===== config.mk =====
export PLATFORM = sky130hd
export DESIGN_NAME = ctr_src_router
export DESIGN_NICKNAME = d
export VERILOG_FILES = /design/src/rtl/ctr_src_pkg.sv /design/src/rtl/ctr_src_ctrl.sv /design/src/rtl/ctr_src_datapath.sv /design/src/rtl/ctr_src_router.sv
export SDC_FILE = /design/constraint.sdc
export NUM_CORES = 1
export LEC_CHECK = 0
export BUFFER_PORTS_ARGS = -buffer_cell sky130_fd_sc_hd__buf_2
export CAP_MARGIN = 20
export CORE_MARGIN = 5
export CORE_UTILIZATION = 40
export DETAILED_ROUTE_END_ITERATION = 10
export PLACE_DENSITY = 0.63
export SYNTH_ARGS = -nofsm -noshare
export SYNTH_HDL_FRONTEND = slang
export SYNTH_SLANG_ARGS = --single-unit

===== constraint.sdc =====
create_clock -name clk -period 4.3 [get_ports clk]
set_input_delay 0.215 -clock clk [delete_from_list [all_inputs] [get_ports clk]]
set_output_delay 0.215 -clock clk [all_outputs]
set_load 0.03 [all_outputs]

===== src/rtl/ctr_src_pkg.sv =====
package ctr_src_pkg;
  localparam int NUM_TICK = 5;
  localparam int GRP_CH = 3;

  typedef enum logic [4:0] {
    CK_PIN = 5'd0, CK_T0 = 5'd1, CK_T1 = 5'd2, CK_T2 = 5'd3, CK_T3 = 5'd4,
    CK_T4 = 5'd5, CK_PREV = 5'd6, CK_GRPEXT = 5'd7, CK_HIGH = 5'd8,
    CK_LOW = 5'd9, CK_PAT = 5'd10, CK_FULL = 5'd11
  } clkCode_e;

  typedef enum logic [4:0] {
    GT_ON = 5'd0, GT_OFF = 5'd1, GT_PIN = 5'd2, GT_NPREV2 = 5'd3,
    GT_NPIN = 5'd6, GT_PREV2 = 5'd7, GT_PAT = 5'd8, GT_OCC = 5'd9,
    GT_GONE = 5'd10, GT_NPAT = 5'd11, GT_NOCC = 5'd12, GT_NGONE = 5'd13
  } gateCode_e;

  typedef struct packed {
    logic [NUM_TICK-1:0] tick;
    logic patNow;
    logic patOcc;
    logic patGone;
  } srcStrobe_t;
endpackage


===== src/rtl/ctr_src_ctrl.sv =====
module ctr_src_ctrl
  import ctr_src_pkg::*;
#(
  parameter int NCH = 6,
  parameter int SEL_W = 5,
  parameter int ADDR_W = 4,
  parameter int DIV_FIRST = 2,
  parameter int DIV_STEP = 10
) (
  input  logic clk,
  input  logic rstN,
  input  logic wrEn,
  input  logic [ADDR_W-1:0] addr,
  input  logic [SEL_W-1:0] wdata,
  output logic [SEL_W-1:0] rdata,
  input  logic patPresent,
  input  logic patClr,
  output logic [NCH-1:0][SEL_W-1:0] clkSel,
  output logic [NCH-1:0][SEL_W-1:0] gateSel,
  output srcStrobe_t strb
);
  localparam int CH_W = ADDR_W - 1;

  logic [CH_W-1:0] chIdx;
  logic isGate;
  logic hit;
  assign chIdx = addr[CH_W-1:0];
  assign isGate = addr[ADDR_W-1];
  assign hit = int'(chIdx) < NCH;

  always_ff @(posedge clk or negedge rstN) begin
    if (!rstN) begin
      clkSel <= '0;
      gateSel <= '0;
    end else if (wrEn && hit) begin
      for (int i = 0; i < NCH; i++) begin
        if (chIdx == CH_W'(i)) begin
          if (isGate) gateSel[i] <= wdata;
          else        clkSel[i]  <= wdata;
        end
      end
    end
  end

  always_comb begin
    rdata = '0;
    for (int i = 0; i < NCH; i++) begin
      if (chIdx == CH_W'(i)) rdata = isGate ? gateSel[i] : clkSel[i];
    end
  end

  // Cascaded divider: stage 0 divides the reference, later stages divide the previous tap.
  logic [NUM_TICK-1:0] tickW;
  for (genvar k = 0; k < NUM_TICK; k++) begin : gDiv
    localparam int D = (k == 0) ? DIV_FIRST : DIV_STEP;
    localparam int CW = (D > 2) ? $clog2(D) : 1;
    logic [CW-1:0] cnt;
    logic adv;
    if (k == 0) begin : gBase
      assign adv = 1'b1;
    end else begin : gChain
      assign adv = tickW[k-1];
    end
    assign tickW[k] = adv && (cnt == CW'(D - 1));
    always_ff @(posedge clk or negedge rstN) begin
      if (!rstN) cnt <= '0;
      else if (adv) cnt <= (cnt == CW'(D - 1)) ? '0 : cnt + 1'b1;
    end
  end

  logic patPrev, occQ, goneQ;
  always_ff @(posedge clk or negedge rstN) begin
    if (!rstN) begin
      patPrev <= 1'b0;
      occQ <= 1'b0;
      goneQ <= 1'b1;
    end else begin
      patPrev <= patPresent;
      if (patClr) begin
        occQ <= 1'b0;
        goneQ <= 1'b1;
      end else begin
        if (patPresent && !patPrev) occQ <= 1'b1;
        if (occQ && patPrev && !patPresent) goneQ <= 1'b0;
      end
    end
  end

  assign strb.tick = tickW;
  assign strb.patNow = patPresent;
  assign strb.patOcc = occQ;
  assign strb.patGone = goneQ;
endmodule


===== src/rtl/ctr_src_datapath.sv =====
module ctr_src_datapath
  import ctr_src_pkg::*;
#(
  parameter int NGRP = 2,
  parameter int SEL_W = 5,
  localparam int NCH = NGRP * GRP_CH
) (
  input  logic [NCH-1:0][SEL_W-1:0] clkSel,
  input  logic [NCH-1:0][SEL_W-1:0] gateSel,
  input  srcStrobe_t strb,
  input  logic enhanced,
  input  logic [NCH-1:0] clkPin,
  input  logic [NCH-1:0] gatePin,
  input  logic [NGRP-1:0] extClk,
  input  logic [NCH-1:0] ctrOut,
  output logic [NCH-1:0] ctrClk,
  output logic [NCH-1:0] ctrGate,
  output logic [NCH-1:0] clkPinOe,
  output logic [NCH-1:0] gatePinOe
);
  for (genvar i = 0; i < NCH; i++) begin : gCh
    localparam int G = i / GRP_CH;
    localparam int C = i % GRP_CH;
    localparam int PG = (G + NGRP - 1) % NGRP;
    localparam int NB1 = (C > 0) ? i - 1 : PG * GRP_CH + 2;
    localparam int NB2 = (C == 2) ? G * GRP_CH : PG * GRP_CH + C + 1;
    logic clkV, gateV;

    always_comb begin
      case (clkSel[i])
        CK_PIN:    clkV = clkPin[i];
        CK_T0:     clkV = strb.tick[0];
        CK_T1:     clkV = strb.tick[1];
        CK_T2:     clkV = strb.tick[2];
        CK_T3:     clkV = strb.tick[3];
        CK_T4:     clkV = strb.tick[4];
        CK_PREV:   clkV = ctrOut[NB1];
        CK_GRPEXT: clkV = extClk[G];
        CK_HIGH:   clkV = enhanced;
        CK_PAT:    clkV = enhanced & strb.patNow;
        CK_FULL:   clkV = enhanced;
        default:   clkV = 1'b0;
      endcase
    end

    always_comb begin
      case (gateSel[i])
        GT_ON:     gateV = 1'b1;
        GT_OFF:    gateV = 1'b0;
        GT_PIN:    gateV = gatePin[i];
        GT_NPREV2: gateV = ~ctrOut[NB2];
        GT_NPIN:   gateV = enhanced & ~gatePin[i];
        GT_PREV2:  gateV = enhanced & ctrOut[NB2];
        GT_PAT:    gateV = enhanced & strb.patNow;
        GT_OCC:    gateV = enhanced & strb.patOcc;
        GT_GONE:   gateV = enhanced & strb.patGone;
        GT_NPAT:   gateV = enhanced & ~strb.patNow;
        GT_NOCC:   gateV = enhanced & ~strb.patOcc;
        GT_NGONE:  gateV = enhanced & ~strb.patGone;
        default:   gateV = 1'b0;
      endcase
    end

    assign ctrClk[i] = clkV;
    assign ctrGate[i] = gateV;
    assign clkPinOe[i] = clkSel[i] != SEL_W'(CK_PIN);
    assign gatePinOe[i] = gateSel[i] != SEL_W'(GT_PIN);
  end
endmodule


===== src/rtl/ctr_src_router.sv =====
module ctr_src_router
  import ctr_src_pkg::*;
#(
  parameter int NGRP = 2,
  parameter int SEL_W = 5,
  parameter int DIV_FIRST = 2,
  parameter int DIV_STEP = 10,
  localparam int NCH = NGRP * GRP_CH,
  localparam int ADDR_W = $clog2(NCH) + 1
) (
  input  logic clk,
  input  logic rstN,
  input  logic wrEn,
  input  logic [ADDR_W-1:0] addr,
  input  logic [SEL_W-1:0] wdata,
  output logic [SEL_W-1:0] rdata,
  input  logic enhanced,
  input  logic patPresent,
  input  logic patClr,
  input  logic [NCH-1:0] clkPin,
  input  logic [NCH-1:0] gatePin,
  input  logic [NGRP-1:0] extClk,
  input  logic [NCH-1:0] ctrOut,
  output logic [NCH-1:0] ctrClk,
  output logic [NCH-1:0] ctrGate,
  output logic [NCH-1:0] clkPinOe,
  output logic [NCH-1:0] gatePinOe
);
  logic [NCH-1:0][SEL_W-1:0] clkSel, gateSel;
  srcStrobe_t strb;

  ctr_src_ctrl #(
    .NCH(NCH), .SEL_W(SEL_W), .ADDR_W(ADDR_W),
    .DIV_FIRST(DIV_FIRST), .DIV_STEP(DIV_STEP)
  ) uCtrl (
    .clk(clk), .rstN(rstN), .wrEn(wrEn), .addr(addr), .wdata(wdata),
    .rdata(rdata), .patPresent(patPresent), .patClr(patClr),
    .clkSel(clkSel), .gateSel(gateSel), .strb(strb)
  );

  ctr_src_datapath #(.NGRP(NGRP), .SEL_W(SEL_W)) uDp (
    .clkSel(clkSel), .gateSel(gateSel), .strb(strb), .enhanced(enhanced),
    .clkPin(clkPin), .gatePin(gatePin), .extClk(extClk), .ctrOut(ctrOut),
    .ctrClk(ctrClk), .ctrGate(ctrGate), .clkPinOe(clkPinOe),
    .gatePinOe(gatePinOe)
  );
endmodule


==> metrics.md <==
| Metric | Value |
|---|---|
| Die height | `127 µm` |
| Sequential share of the synthesized area | `36.7%` |
| PD cells | `449 nW/µm²` |
| Max-slew violations | `0` |
| Worst path slowest cell | `dfrtp_1` |
| FMAX | `389 MHz` |
| Fin cells | `809` |
| Number of global-route vias before repair | `4,671` |
| Launching point of the worst reg2reg path | `uCtrl.gDiv[0].cnt` |
| Detailed Route Iter0 Violations | `377` |
| Critical hold path startpoint | `patClr` |
| Clk slew on worst S/H paths | `0.06 ns` |
| CP top delay family | `simple AND/OR/NAND/NOR gates` |
| Post-CTS Setup Bufs | `0` |
| Layout cells sized above 1 | `23.1%` |
| CORE AREA | `13,300 µm²` |
| Commonest cells post-synth | `dfrtp_1 (79), mux2_2 (56), nand2_1 (53)` |
| Arr. time, crit path | `2.36 ns` |
| Maxcap violations | `0` |
| GRT Util Overall | `19.6%` |
| N_diodes | `0` |
| Post-Syn Area | `5460 µm²` |
| Mean post-synth cell area | `8.93 µm²` |
| Cell with the most instances after synthesis | `dfrtp_1` |
| Max-slew headroom | `49.1%` |
| Die W | `127 µm` |
| Final setup TNS | `0 ns` |
| Cell variety after synth | `70` |
| CP Launch Type | `register` |
| DRC violations left | `0` |
| Crit path from | `uCtrl.gDiv[0].cnt` |
| Worst reg2reg path depth | `5` |
| Post-synth top area share | `36.2%` |
| Largest net degree at the start of global routing | `81` |
| Worst-margin pin slew | `0.757 ns` |
| Clock sink count | `80` |
| Cell count of the worst hold path | `2` |
| Unrepaired setup endpoints after global routing | `no` |
| Yosys top cell by area | `dfrtp_1` |
| Num CTS Buffers | `9` |
| Total power | `2710 µW` |
| Max Root-Sink Buffers | `2` |
| First-pass DRT Iterations | `5` |
| Die area | `16,100 µm²` |
| Critical Path Fanout Max | `9` |
| Vias per cell | `6.01` |
| Post-CTS sizing | `0` |
| R2R setup slack | `2.47 ns` |
| Net count, final | `664` |
| Dpl cells | `792` |
| Worst path cell trace | `and4b_1 > nand4_1 > nor3_2 > a32oi_1 > o221ai_1 > buf_2` |
| DR vias | `4,866` |
| Starting Density | `41.1%` |
| Mapped Nets | `647` |
| Gp weighted congestion | `0.897` |
| Final Critical Period | `2.57 ns` |
| WP buf/inv | `1` |
| Ys Warns | `0` |
| First-pass GRT wire length | `25,200 µm` |
| Final hold violations | `0` |
| DP HPWL | `11,400 µm` |
| Later-pin clock latency in the skew report | `0.33 ns` |
| Wirelength per Cell | `19.7 µm` |
| Pleak | `0.00248 µW` |
| Final period utilization | `59.8%` |
| Row cnt | `42` |
| # IOs | `64` |
| Root buf cell | `clkbuf_16` |
| Status | `completed` |
| IO buf count | `63` |
| Worst IR drop on VDD | `0.250 mV` |
| CTS Hold Bufs | `0` |
| Crit-path max cell delay | `0.50 ns` |
| Top cells by area, synth | `dfrtp_1 (36%), mux2_2 (12%), nand2_1 (3.6%), o21ai_0 (3.4%), mux2i_1 (2.9%)` |
| TritonCTS clock tree | `built` |
| Synth Instances | `612` |
| Detail Route Antenna Nets | `0` |
| Grt ovf | `0` |
| Final setup fails | `0` |
| Initial antenna violation count | `0` |
| Hold EP | `uCtrl.occQ` |
| Layout Area Growth over Synthesis | `10.5%` |
| CP required | `4.09 ns` |
| Crit path kind | `register to primary output` |
| Final wirelength | `15,900 µm` |
| H-Tree Level Count | `3` |
| Post-synth ARST share | `100%` |
| Main synth FF type | `dfrtp_1` |
| Post-synth EDFFs | `0` |
| Hold crit path type | `input pin to register` |
| CP Capture Type | `primary output` |
| FF-to-FF End | `uCtrl.gDiv[4].cnt[2]` |
| Yosys reg bits | `80` |
| Skew final | `0.00103 ns` |
==> where the power goes <==
group / switching [µW] / internal, µW
registers: 292 / 885
logic: 432 / 350
clock network: 291 / 459
total: 1010 / 1690
==> worst reg2reg max path: cells and delay by family, from the launching register on <==
family	cells	cell delay (ns)
AND/OR/NAND/NOR	4	1.07
flip-flops	1	0.50
XOR/XNOR	1	0.15
==> worst max-delay path by stage <==
stage | endpoint | slack, ns | cells past startpoint
after floorplan | ctrClk[3] | 2.49 | 7
after global placement | ctrClk[0] | 2.15 | 6
after detailed placement | ctrClk[0] | 2.11 | 6
after CTS | ctrClk[0] | 1.71 | 6
after global routing | ctrClk[0] | 1.58 | 6
final | ctrClk[0] | 1.73 | 6
==> through the flow <==
step / hold WS, ns / setup WS (ns) / utilization (%) / area (µm²)
after floorplan: -0.0806 / 2.49 / - / 5460
after global placement: 0.394 / 2.15 / 43.0 / 5710
after detailed placement: 0.400 / 2.11 / 43.0 / 5710
after CTS: 0.0405 / 1.71 / 45.1 / 6000
after global routing: 0.0548 / 1.58 / 45.4 / 6040
final: 0.0487 / 1.73 / 45.4 / 6040
==> layout make-up <==
class                   count  area [µm²]
multi-input cells         450        3080
fillers                  1269        7260
flip-flops and latches     80        2000
repair buffers             65         355
clock inverters             4        45.0
inverters                  23        86.3
clock buffers              11         243
well taps                 176         220
==> cell usage in the layout (no fill, tap or decap), drive strengths merged, types with 15 or more instances in the layout <==
cell type and count:
a21oi 25, a31oi 15, buf 64, dfrtp 79, inv 23, mux2 56, mux2i 16, nand2 53
nand3 27, nor2 35, nor2b 19, nor3 21, o21ai 37
==> routing by layer <==
metal / track usage, % / vias to the layer above / routed length (µm)
met5: 0 / - / 0
met4: 7.00 / 0 / 355
met3: 3.61 / 26 / 942
met2: 30.0 / 164 / 7340
met1: 27.7 / 2409 / 7280
li1: - / 2267 / -
==> registers in the layout, indices dropped and copies added, names as in the netlist <==
name,cells
uCtrl.clkSel,30
uCtrl.gateSel,30
uCtrl.gDiv.cnt,17
uCtrl.goneQ,1
uCtrl.occQ,1
uCtrl.patPrev,1
==> cells by family (layout without fill, tap and decap cells) <==
family | count (synthesis) | in the layout | synth area share, %
AOI/OAI and AO/OA | 145 | 145 | 17.6
xor gates and xnor gates | 11 | 11 | 1.76
buffers and inverters | 82 | 103 | 6.89
DFF | 80 | 80 | 36.7
muxes | 73 | 73 | 14.9
and+or+nand+nor | 221 | 221 | 22.1
No activity file was read; power rests on OpenSTA's default activity.
